## src/rtl/irq_dest_pkg.sv

```systemverilog
package irq_dest_pkg;

  typedef enum logic [2:0] {
    DM_FIXED  = 3'd0,
    DM_LOWEST = 3'd1,
    DM_SMI    = 3'd2,
    DM_RSVD   = 3'd3,
    DM_NMI    = 3'd4,
    DM_INIT   = 3'd5,
    DM_START  = 3'd6,
    DM_EXT    = 3'd7
  } dmode_e;

  typedef enum logic [1:0] {
    SH_DEST   = 2'd0,
    SH_SELF   = 2'd1,
    SH_ALL    = 2'd2,
    SH_OTHERS = 2'd3
  } shorthand_e;

  typedef struct packed {
    logic [7:0] vector;
    dmode_e     dmode;
    logic       logical;
    logic       level;
    logic       trig;
    shorthand_e sh;
  } cmd_t;

  localparam logic [3:0] MODEL_FLAT    = 4'hF;
  localparam logic [3:0] MODEL_CLUSTER = 4'h0;
  localparam logic [7:0] DEST_BCAST    = 8'hFF;

endpackage

```

## src/rtl/irq_agent_match.sv

```systemverilog
module irq_agent_match
  import irq_dest_pkg::*;
#(
  parameter int ID_W = 8
) (
  input  logic [ID_W-1:0] dest,
  input  logic [ID_W-1:0] phys_id,
  input  logic [ID_W-1:0] log_id,
  input  logic [3:0]      model,
  output logic            phys_hit,
  output logic            log_hit
);
  localparam int HALF = ID_W / 2;

  logic flat_hit;
  logic clus_hit;

  always_comb begin
    phys_hit = (phys_id == dest);
    flat_hit = |(dest & log_id);
    clus_hit = (dest[ID_W-1:HALF] == log_id[ID_W-1:HALF]) &&
               (|(dest[HALF-1:0] & log_id[HALF-1:0]));
    unique case (model)
      MODEL_FLAT:    log_hit = flat_hit;
      MODEL_CLUSTER: log_hit = clus_hit;
      default:       log_hit = 1'b0;
    endcase
  end
endmodule

```

## src/rtl/irq_lowest_pick.sv

```systemverilog
module irq_lowest_pick #(
  parameter int N = 16
) (
  input  logic [N-1:0] req,
  output logic [N-1:0] grant
);
  logic [N-1:0] below;

  // below[i] is set when some lower-indexed request exists
  always_comb begin
    below[0] = 1'b0;
    for (int i = 1; i < N; i++) below[i] = below[i-1] | req[i-1];
    grant = req & ~below;
  end
endmodule

```

## src/rtl/irq_target_resolve.sv

```systemverilog
module irq_target_resolve
  import irq_dest_pkg::*;
#(
  parameter int N     = 16,
  parameter int ID_W  = 8,
  parameter int IDX_W = $clog2(N)
) (
  input  logic [ID_W-1:0]   dest,
  input  logic              logical,
  input  shorthand_e        sh,
  input  logic [IDX_W-1:0]  sender_idx,
  input  logic [N*ID_W-1:0] phys_ids,
  input  logic [N*ID_W-1:0] log_ids,
  input  logic [N*4-1:0]    models,
  output logic [N-1:0]      target
);
  logic [N-1:0] phys_hit;
  logic [N-1:0] log_hit;
  logic [N-1:0] phys_one;
  logic [N-1:0] addressed;
  logic [N-1:0] self_mask;

  for (genvar g = 0; g < N; g++) begin : g_agent
    irq_agent_match #(.ID_W(ID_W)) u_match (
      .dest    (dest),
      .phys_id (phys_ids[g*ID_W +: ID_W]),
      .log_id  (log_ids[g*ID_W +: ID_W]),
      .model   (models[g*4 +: 4]),
      .phys_hit(phys_hit[g]),
      .log_hit (log_hit[g])
    );
  end

  irq_lowest_pick #(.N(N)) u_phys_pick (
    .req  (phys_hit),
    .grant(phys_one)
  );

  always_comb begin
    self_mask = N'(1) << sender_idx;
    if (logical)                         addressed = log_hit;
    else if (dest == ID_W'(DEST_BCAST))  addressed = '1;
    else                                 addressed = phys_one;
    unique case (sh)
      SH_DEST:   target = addressed;
      SH_SELF:   target = self_mask;
      SH_ALL:    target = '1;
      SH_OTHERS: target = ~self_mask;
      default:   target = '0;
    endcase
  end
endmodule

```

## src/rtl/irq_dest_gen.sv

```systemverilog
module irq_dest_gen
  import irq_dest_pkg::*;
#(
  parameter int N_AGENTS = 16,
  parameter int IDX_W    = $clog2(N_AGENTS)
) (
  input  logic                  clk,
  input  logic                  rst_n,
  input  logic                  cmd_hi_wr,
  input  logic [31:0]           cmd_hi_data,
  input  logic                  cmd_lo_wr,
  input  logic [31:0]           cmd_lo_data,
  input  logic [IDX_W-1:0]      sender_idx,
  input  logic [N_AGENTS*8-1:0] agent_phys_id,
  input  logic [N_AGENTS*8-1:0] agent_log_id,
  input  logic [N_AGENTS*4-1:0] agent_model,
  output logic                  out_valid,
  output logic [N_AGENTS-1:0]   out_mask,
  output logic [7:0]            out_vector,
  output logic [2:0]            out_dmode,
  output logic                  out_trig,
  output logic                  resync_pulse,
  output logic [N_AGENTS-1:0]   resync_mask
);
  localparam int ID_W = 8;

  logic [ID_W-1:0]     dest_q;
  logic [ID_W-1:0]     dest_eff;
  cmd_t                cmd;
  logic [N_AGENTS-1:0] target;
  logic [N_AGENTS-1:0] lowest;
  logic [N_AGENTS-1:0] deliver_mask;
  logic                init_deassert;
  logic                deliver;
  logic                unused_bits;

  assign unused_bits = ^{cmd_hi_data[23:0], cmd_lo_data[31:20],
                         cmd_lo_data[17:16], cmd_lo_data[13:12]};

  // destination store; a same-cycle high write bypasses the register
  always_ff @(posedge clk) begin
    if (!rst_n)         dest_q <= '0;
    else if (cmd_hi_wr) dest_q <= cmd_hi_data[31:24];
  end
  assign dest_eff = cmd_hi_wr ? cmd_hi_data[31:24] : dest_q;

  always_comb begin
    cmd.vector  = cmd_lo_data[7:0];
    cmd.dmode   = dmode_e'(cmd_lo_data[10:8]);
    cmd.logical = cmd_lo_data[11];
    cmd.level   = cmd_lo_data[14];
    cmd.trig    = cmd_lo_data[15];
    cmd.sh      = shorthand_e'(cmd_lo_data[19:18]);
  end

  irq_target_resolve #(.N(N_AGENTS), .ID_W(ID_W), .IDX_W(IDX_W)) u_resolve (
    .dest      (dest_eff),
    .logical   (cmd.logical),
    .sh        (cmd.sh),
    .sender_idx(sender_idx),
    .phys_ids  (agent_phys_id),
    .log_ids   (agent_log_id),
    .models    (agent_model),
    .target    (target)
  );

  irq_lowest_pick #(.N(N_AGENTS)) u_lowest (
    .req  (target),
    .grant(lowest)
  );

  always_comb begin
    init_deassert = (cmd.dmode == DM_INIT) && !cmd.level && cmd.trig;
    deliver       = (cmd.dmode != DM_RSVD) && !init_deassert;
    deliver_mask  = (cmd.dmode == DM_LOWEST) ? lowest : target;
  end

  always_ff @(posedge clk) begin
    if (!rst_n) begin
      out_valid    <= 1'b0;
      out_mask     <= '0;
      out_vector   <= '0;
      out_dmode    <= '0;
      out_trig     <= 1'b0;
      resync_pulse <= 1'b0;
      resync_mask  <= '0;
    end else begin
      out_valid    <= cmd_lo_wr && deliver;
      out_mask     <= (cmd_lo_wr && deliver) ? deliver_mask : '0;
      out_vector   <= (cmd_lo_wr && deliver) ? cmd.vector : '0;
      out_dmode    <= (cmd_lo_wr && deliver) ? cmd.dmode : DM_FIXED;
      out_trig     <= cmd_lo_wr && deliver && cmd.trig;
      resync_pulse <= cmd_lo_wr && init_deassert;
      resync_mask  <= (cmd_lo_wr && init_deassert) ? target : '0;
    end
  end
endmodule

```

## config.mk

```make
export PLATFORM = sky130hd
export DESIGN_NAME = irq_dest_gen
export DESIGN_NICKNAME = d
export VERILOG_FILES = /design/src/rtl/irq_dest_pkg.sv /design/src/rtl/irq_agent_match.sv /design/src/rtl/irq_lowest_pick.sv /design/src/rtl/irq_target_resolve.sv /design/src/rtl/irq_dest_gen.sv
export SDC_FILE = /design/constraint.sdc
export NUM_CORES = 1
export LEC_CHECK = 0
export BUFFER_PORTS_ARGS = -buffer_cell sky130_fd_sc_hd__buf_2
export CORE_AREA = 2 2 171 173
export DETAILED_ROUTE_END_ITERATION = 12
export DIE_AREA = 0 0 173 175
export GPL_TIMING_DRIVEN = 0
export MAX_ROUTING_LAYER = met4
export PLACE_DENSITY = 0.45
export SETUP_SLACK_MARGIN = 0.1
export SLEW_MARGIN = 25
export SYNTH_ARGS = -nofsm -noshare
export SYNTH_HDL_FRONTEND = slang
export SYNTH_SLANG_ARGS = --single-unit
```

## constraint.sdc

```tcl
create_clock -name clk -period 8.8 [get_ports clk]
set_input_delay 0.44 -clock clk [delete_from_list [all_inputs] [get_ports clk]]
set_output_delay 0.44 -clock clk [all_outputs]
set_load 0.1 [all_outputs]
```

# After elaboration in Yosys (flattened, before gate mapping)
# Index checks and enable logic that the tools add are counted.
# word_totals
output_inout_bits	46
reg_bits	54
input_bits	392
# classes
muxes	21
eq_ne	55
shifts	1
bitwise	65
n_reduce_logical	75
# ops
operator	n
bitwise AND 8 bit	16
equality test 8 bit	16
OR reduction 8 bit	16
bitwise AND 4 bit	16
equality test 4 bit	16
equality test 4 bit, second input constant	16
zero test 4 bit	16
case mux 16 bit (4 select lines)	1
OR reduction 4 bit	16
2-to-1 mux 16 bit	3
inverter 16 bit	3
bitwise AND 16 bit	2
case mux 1 bit (2 select lines)	16
bitwise OR 1 bit	28
logical AND 1 bit	22
left shift 1 x 4 -> 16 bit, first input constant	1
equality test 8 bit, second input constant	1
2-to-1 mux 8 bit	1
equality test 2 bit, second input constant	2
AND reduction 2 bit	2
equality test 3 x 1 -> 1 bit, second input constant	1
equality test 3 bit, second input constant	1
inequality test 3 x 2 -> 1 bit, second input constant	1
equality test 2 x 1 -> 1 bit, second input constant	1
2 further kinds	3

# Logic depth before layout (Yosys ltp)
# depth
ltp_word	38
depth_mapped	17
ltp_nobuf	13

# By module
# Synthesis repeated with hierarchy kept, for this count alone.
# hier_totals
hier_cells	700
area_unflattened_um2	6032.0
# by_module_without_submodules
mod	seq_area_each_um2	n_inst	area_per_inst_um2	cells_per_inst
irq_agent_match	0.0	16	195.2	24
irq_dest_gen	1081.0	1	1821.7	148
irq_target_resolve	0.0	1	679.4	108
irq_lowest_pick	0.0	2	203.9	30

# Least setup slack after synthesis
# Ideal clock, no wire load.
# synth_path
path_kind	input-to-reg
from	input port cmd_hi_wr
to	register out_mask[15]
setup_time_ns	0.072
path_buffers	4
setup_slack_ns	4.975
arrival_time_ns	3.752
required_time_ns	8.728
cell_stages	17
cell_sequence	buf_6 buf_6 mux2i_1 buf_4 buf_6 inv_1 ha_1 or4_1 a222oi_1 a21oi_1 o21ai_0 nand2b_1 o311a_1 and3_4 a31oi_4 a21o_4 nor3b_2
# synth_between
elab_chain_cells	24
word_cells_on_any_way	166
cone_classes	eq/ne (33); mux (21); bitwise (64); reduce/logical (48)
# synth_lines
item	line_no	text
start: declaration	irq_dest_gen.sv:9	input logic cmd_hi_wr,
2-to-1 mux 8 bit *	-	
via dest_eff[5]	irq_dest_gen.sv:28	logic [ID_W-1:0] dest_eff;
equality test 8 bit	irq_agent_match.sv:19	phys_hit = (phys_id == dest);
inverter 16 bit / bitwise OR 1 bit (equally long branches)	irq_lowest_pick.sv:13, irq_lowest_pick.sv:12	
bitwise AND 16 bit, or another cell as far along	irq_lowest_pick.sv:13	grant = req & ~below;
2-to-1 mux 16 bit, or another cell as far along	irq_target_resolve.sv:42	else if (dest == ID_W'(DEST_BCAST)) addressed = '1;
2-to-1 mux 16 bit *	irq_target_resolve.sv:41	if (logical) addressed = log_hit;
case mux 16 bit (4 select lines) *	irq_target_resolve.sv:44	unique case (sh)
bitwise OR 1 bit, or another cell as far along (12 in series)	irq_lowest_pick.sv:12	for (int i = 1; i < N; i++) below[i] = below[i-1] | req[i-1];
bitwise OR 1 bit / case mux 16 bit (4 select lines) (equally long branches)	irq_lowest_pick.sv:12, irq_target_resolve.sv:44	
bitwise OR 1 bit	irq_lowest_pick.sv:12	
inverter 16 bit	irq_lowest_pick.sv:13	
bitwise AND 16 bit	irq_lowest_pick.sv:13	
2-to-1 mux 16 bit *	irq_dest_gen.sv:75	deliver_mask = (cmd.dmode == DM_LOWEST) ? lowest : target;
end signal: assignment	irq_dest_gen.sv:89	out_mask <= (cmd_lo_wr && deliver) ? deliver_mask : '0;
end: declaration	irq_dest_gen.sv:18	output logic [N_AGENTS-1:0] out_mask,
# Mark *: on every way through the listed nets, which the timed path passes. The rest lies on a longest branch.
# A chain may end at the register's enable or synchronous reset.

# Final worst setup path
# layout_path
from	input port cmd_hi_wr
to	register out_mask[11]
# layout_between
elab_chain_cells	20
word_cells_on_any_way	126
cone_classes	eq/ne (25); mux (17); bitwise (48); reduce/logical (36)
# layout_lines
item	line_no
2-to-1 mux 8 bit *	-
via dest_eff[5]	irq_dest_gen.sv:28
equality test 8 bit	irq_agent_match.sv:19
inverter 16 bit / bitwise OR 1 bit (equally long branches)	irq_lowest_pick.sv:13, irq_lowest_pick.sv:12
bitwise AND 16 bit, or another cell as far along	irq_lowest_pick.sv:13
2-to-1 mux 16 bit, or another cell as far along	irq_target_resolve.sv:42
2-to-1 mux 16 bit *	irq_target_resolve.sv:41
case mux 16 bit (4 select lines) *	irq_target_resolve.sv:44
bitwise OR 1 bit, or another cell as far along (8 in series)	irq_lowest_pick.sv:12
bitwise OR 1 bit / case mux 16 bit (4 select lines) (equally long branches)	irq_lowest_pick.sv:12, irq_target_resolve.sv:44
bitwise OR 1 bit	irq_lowest_pick.sv:12
inverter 16 bit	irq_lowest_pick.sv:13
bitwise AND 16 bit	irq_lowest_pick.sv:13
2-to-1 mux 16 bit *	irq_dest_gen.sv:75
# Marked as above.

==> results by stage <==
Logic synthesis:
- After synthesis, the largest family of logic cells by area is simple AND/OR/NAND/NOR gates.
- A synthesized cell averages 8.56 µm².
- After synthesis the cells add up to 0.00585 mm².
- The net count of the mapped netlist is 1140.
- The adder and majority cell fraction of the synthesized area is 13.7%.
- The fraction of synthesized cell area in xor and xnor cells is 21.4%.
- For this run, asynchronously set or reset flops after synthesis account for 0%.
- The number of different library cells in the post-synthesis netlist is 69.
- The top flip-flop cell by instance count after synthesis is sky130_fd_sc_hd__dfxtp_1.
- After Yosys synthesis, and, or, nand and nor cells account for 25.3% of the synthesized area.
- The sequential area share after synthesis is 18.5%.
- In this run, synthesis produced a sequential element count of 54.
- Counting every instance in the synthesized netlist gives 684.
- The mux share of post-synthesis cell area is 2.67%.
- The number of synthesized flops with an enable pin is 0.
- Yosys printed 0 warnings.
- The synthesized netlist devotes 14.5% of its cell area to compound gates.

GRT:
- Global routing used 19.1% of the available tracks across all layers.
- Summed over all layers, the global routing overflow is 0.
- The number of global-route vias before repair came to 7043.
- The maximum number of pins on one net before global-route repair is 20.
- The first global-routing pass estimated 42.2 mm of wire.
- The initial antenna violation count is 4.

STA:
- The number of max-slew violations in the final report is 0.
- The final count of hold timing violations was 0.
- Setup repair after global routing left no endpoint under its margin.
- The total of endpoints with negative setup slack in the final report is 0.
- The worst path uses 52.3% of the clock period.
- The setup TNS is 0 ns.
- The worst-case setup margin in the final layout is 4.19 ns.
- At the pin with the least slew margin, the transition time is 0.965 ns.
- The worst max-slew margin expressed relative to the limit is 35.7%.
- The clock arrives with 0.00952 ns of skew.
- Static timing analysis puts the maximum clock frequency at 217 MHz.
- The worst hold slack is 0.340 ns.
- The clock period minus worst slack is 4.61 ns.

Drt:
- In this run, the number of DRC markers left after iteration 0 of detailed routing was 343.
- Detailed routing inserted a total of 6859 vias.
- In the routed design, unresolved DRC markers number 0.
- The final antenna-violating net count is 0.
- The number of optimization iterations in the first detailed-route pass is 5.
- In the routed layout, each cell is associated on average with a via count of 4.65.
- In the final routed layout, each cell accounts on average for 19.9 µm.
- For this block, the routed nets add up to 29.4 mm of wire.

Power:
- The total power density per cell area is 103 mW/mm².
- IR analysis of the VDD net gives a maximum drop of 0.0635 mV.
- The final total power is 0.000871 W.
- In this run the static leakage power is 3.90 nW.

Die:
- The die width is 173 µm.
- The die is 175 µm tall.
- The floorplan die area is 0.0303 mm².
- The initial cell density of the core is 20.6%.
- The count of boundary I/O pins is 438.
- The core region is 0.0284 mm².
- After floorplanning, the core was divided into 62 placement rows.

Cells and area:
- The proportion of layout cells with a drive suffix above 1 is 41.3%.
- The number of fill cells is 3143.
- The relative area change from synthesis to final layout is 44.7%.
- The final net count is 1541.
- The count of placed standard cells in the final layout, fillers left out is 1474.

Critical path:
- For the worst setup path, the data arrival time is 4.83 ns.
- Walking the worst path, the cells encountered are buf_6, buf_6, mux2i_1, buf_4, buf_6, inv_1, ha_1, or4_1, a222oi_1, a21oi_1, o21ai_0, nand2b_1, o311a_1, and3_4, a31oi_4, a21o_4, nor3_2.
- The most common cell type on the critical path is sky130_fd_sc_hd__buf_6.
- Data on the critical path is required at its endpoint by 9.02 ns.
- The largest single stage delay on the critical path is 0.56 ns.
- The type of the worst setup path is input port to register.
- The cell family contributing the most delay on the critical path is compound AO/OA/AOI/OAI gates.
- The buffers plus inverters on the worst setup path is 5.
- Of all nets on the critical path, the largest fanout is 16.
- STA classifies the critical path startpoint as an input port.
- Among all stages on the critical path, the largest delay is contributed by sky130_fd_sc_hd__or4_1.
- The nature of the critical path endpoint is a register.

Clock tree:
- The tree is rooted in a sky130_fd_sc_hd__clkbuf_16.
- The post-CTS setup-driven buffer insertion count is 0.
- The later-pin clock latency in the skew report is 0.30 ns.
- The quantity of hold-fixing buffers added after cts is 0.
- Post-CTS repair changed the size of 0 cells.
- The clock tree synthesis step divided the H-tree into 2 levels.
- Clock tree synthesis inserted a total of 5 buffers.
- The number of buffers on the longest clock path is 2.
- The number of sinks on the clock net is 54.
- The TritonCTS clock tree is done.
- After clock tree synthesis, the clock-pin slew on the worst setup and hold paths is 0.08 ns.

Place:
- After legalization and detailed placement, the total HPWL measured 25.1 mm.
- The count of port buffers added during placement is 394.
- The post-placement cell count is 1462.
- The weighted congestion reported at the end of routability-driven placement is 0.849.
- The worst setup slack after placement is 3.90 ns.

Outcome:
- The flow ran to the end, and the final reports show no timing, DRC or antenna violations.

Min path:
- The min-delay analysis places its worst path in the category input port to register.

Flow run:
- Max-cap violations in this run came to 0.
layout by cell type, fill, tap and decap left out, types with 9 or more instances in the layout:
cell / instances
sky130_fd_sc_hd__a21oi_1: 28
sky130_fd_sc_hd__a221oi_1: 9
sky130_fd_sc_hd__a22oi_1: 17
sky130_fd_sc_hd__and2_1: 19
sky130_fd_sc_hd__buf_2: 397
sky130_fd_sc_hd__dfxtp_1: 54
sky130_fd_sc_hd__ha_1: 64
sky130_fd_sc_hd__nand2_1: 32
sky130_fd_sc_hd__nand3_1: 12
sky130_fd_sc_hd__nand4_1: 16
sky130_fd_sc_hd__nor2_1: 54
sky130_fd_sc_hd__nor4_1: 66
sky130_fd_sc_hd__o21ai_0: 15
sky130_fd_sc_hd__xnor2_1: 116
sky130_fd_sc_hd__xor2_1: 27
area by class of cell:
type                            instances  area, µm²  share of cell area [%]
Multi-Input combinational cell        592       4540                    53.6
Timing Repair Buffer                  394       1970                    23.3
Sequential cell                        54       1080                    12.8
Tap cell                              384        480                    5.67
Buffer                                 30        199                    2.35
Clock buffer                            5        125                    1.48
Inverter                                8       30.0                   0.355
Clock inverter                          3       28.8                   0.340
Antenna cell                            4       10.0                   0.118
synthesized netlist by cell type, types with 15 or more instances:
cell type / instances / area share [%]
sky130_fd_sc_hd__nand4_1: 16 / 1.7
sky130_fd_sc_hd__xor2_1: 27 / 4.0
sky130_fd_sc_hd__o21ai_0: 15 / 1.3
sky130_fd_sc_hd__a22oi_1: 17 / 2.2
sky130_fd_sc_hd__a21oi_1: 28 / 2.4
sky130_fd_sc_hd__nand2_1: 32 / 2.1
sky130_fd_sc_hd__nor4_1: 66 / 7.1
sky130_fd_sc_hd__ha_1: 64 / 14
sky130_fd_sc_hd__nor2_1: 54 / 3.5
sky130_fd_sc_hd__xnor2_1: 116 / 17
sky130_fd_sc_hd__and2_1: 19 / 2.0
sky130_fd_sc_hd__dfxtp_1: 54 / 18
worst paths after layout:
check | cells after the start | from | end | slack (ns)
setup / recovery | 17 | cmd_hi_wr | out_mask[11] | 4.19
hold / removal | 2 | cmd_lo_data[1] | out_vector[1] | 0.34
setup reg to reg | 15 | dest_q[6] | out_mask[12] | 4.35
hold reg to reg | 4 | dest_q[5] | dest_q[5] | 0.91
cell families after synthesis:
logic type | Yosys count
buffers and inverters | 38
flip-flops | 54
AND/OR/NAND/NOR | 259
adder cells (fa/ha/maj) | 64
XOR/XNOR | 143
AO/OA/AOI/OAI | 115
multiplexers | 11
state kept, by name (all words and copies together), names as in the netlist:
name / flops
out_vector: 8
resync_mask: 16
out_dmode: 3
dest_q: 8
out_trig: 1
out_valid: 1
resync_pulse: 1
out_mask: 16
worst register-to-register path, delay by kind of cell, from the launching register on:
| kind | cells | cell delay, ns |
|---|---|---|
| compound gates | 6 | 1.44 |
| fa+ha+maj | 1 | 0.44 |
| buf+inv | 3 | 1.02 |
| flops | 1 | 0.32 |
| mux | 1 | 0.11 |
| simple gates | 4 | 0.98 |
per-layer routing:
| metal | wire length, µm | share of wire (%) | vias to the layer above | global-route usage, % |
|---|---|---|---|---|
| met5 | 0 | 0 | - | - |
| met4 | 503 | 1.7 | 0 | 4.17 |
| met3 | 1430 | 4.9 | 20 | 2.57 |
| met2 | 14600 | 50 | 267 | 33.6 |
| met1 | 12900 | 44 | 3198 | 23.3 |
| li1 | - | - | 3374 | - |
where the power goes:
group	leakage, nW	total [W]	internal [W]	switching [W]
combinational	3.38	0.000412	0.000171	0.000240
clock	0.0759	0.000204	0.000109	0.0000951
sequential	0.440	0.000256	0.000253	0.00000336
metrics by stage:
| step | util (%) | instance area [µm²] |
|---|---|---|
| 2_1_floorplan | - | 5850 |
| 3_3_place_gp | 29.2 | 8300 |
| 3_5_place_dp | 29.2 | 8300 |
| 4_1_cts | 29.8 | 8460 |
| 5_1_grt | 29.8 | 8470 |
| 6_report | 29.8 | 8470 |
Note: power is estimated with default switching activity, not from simulation.
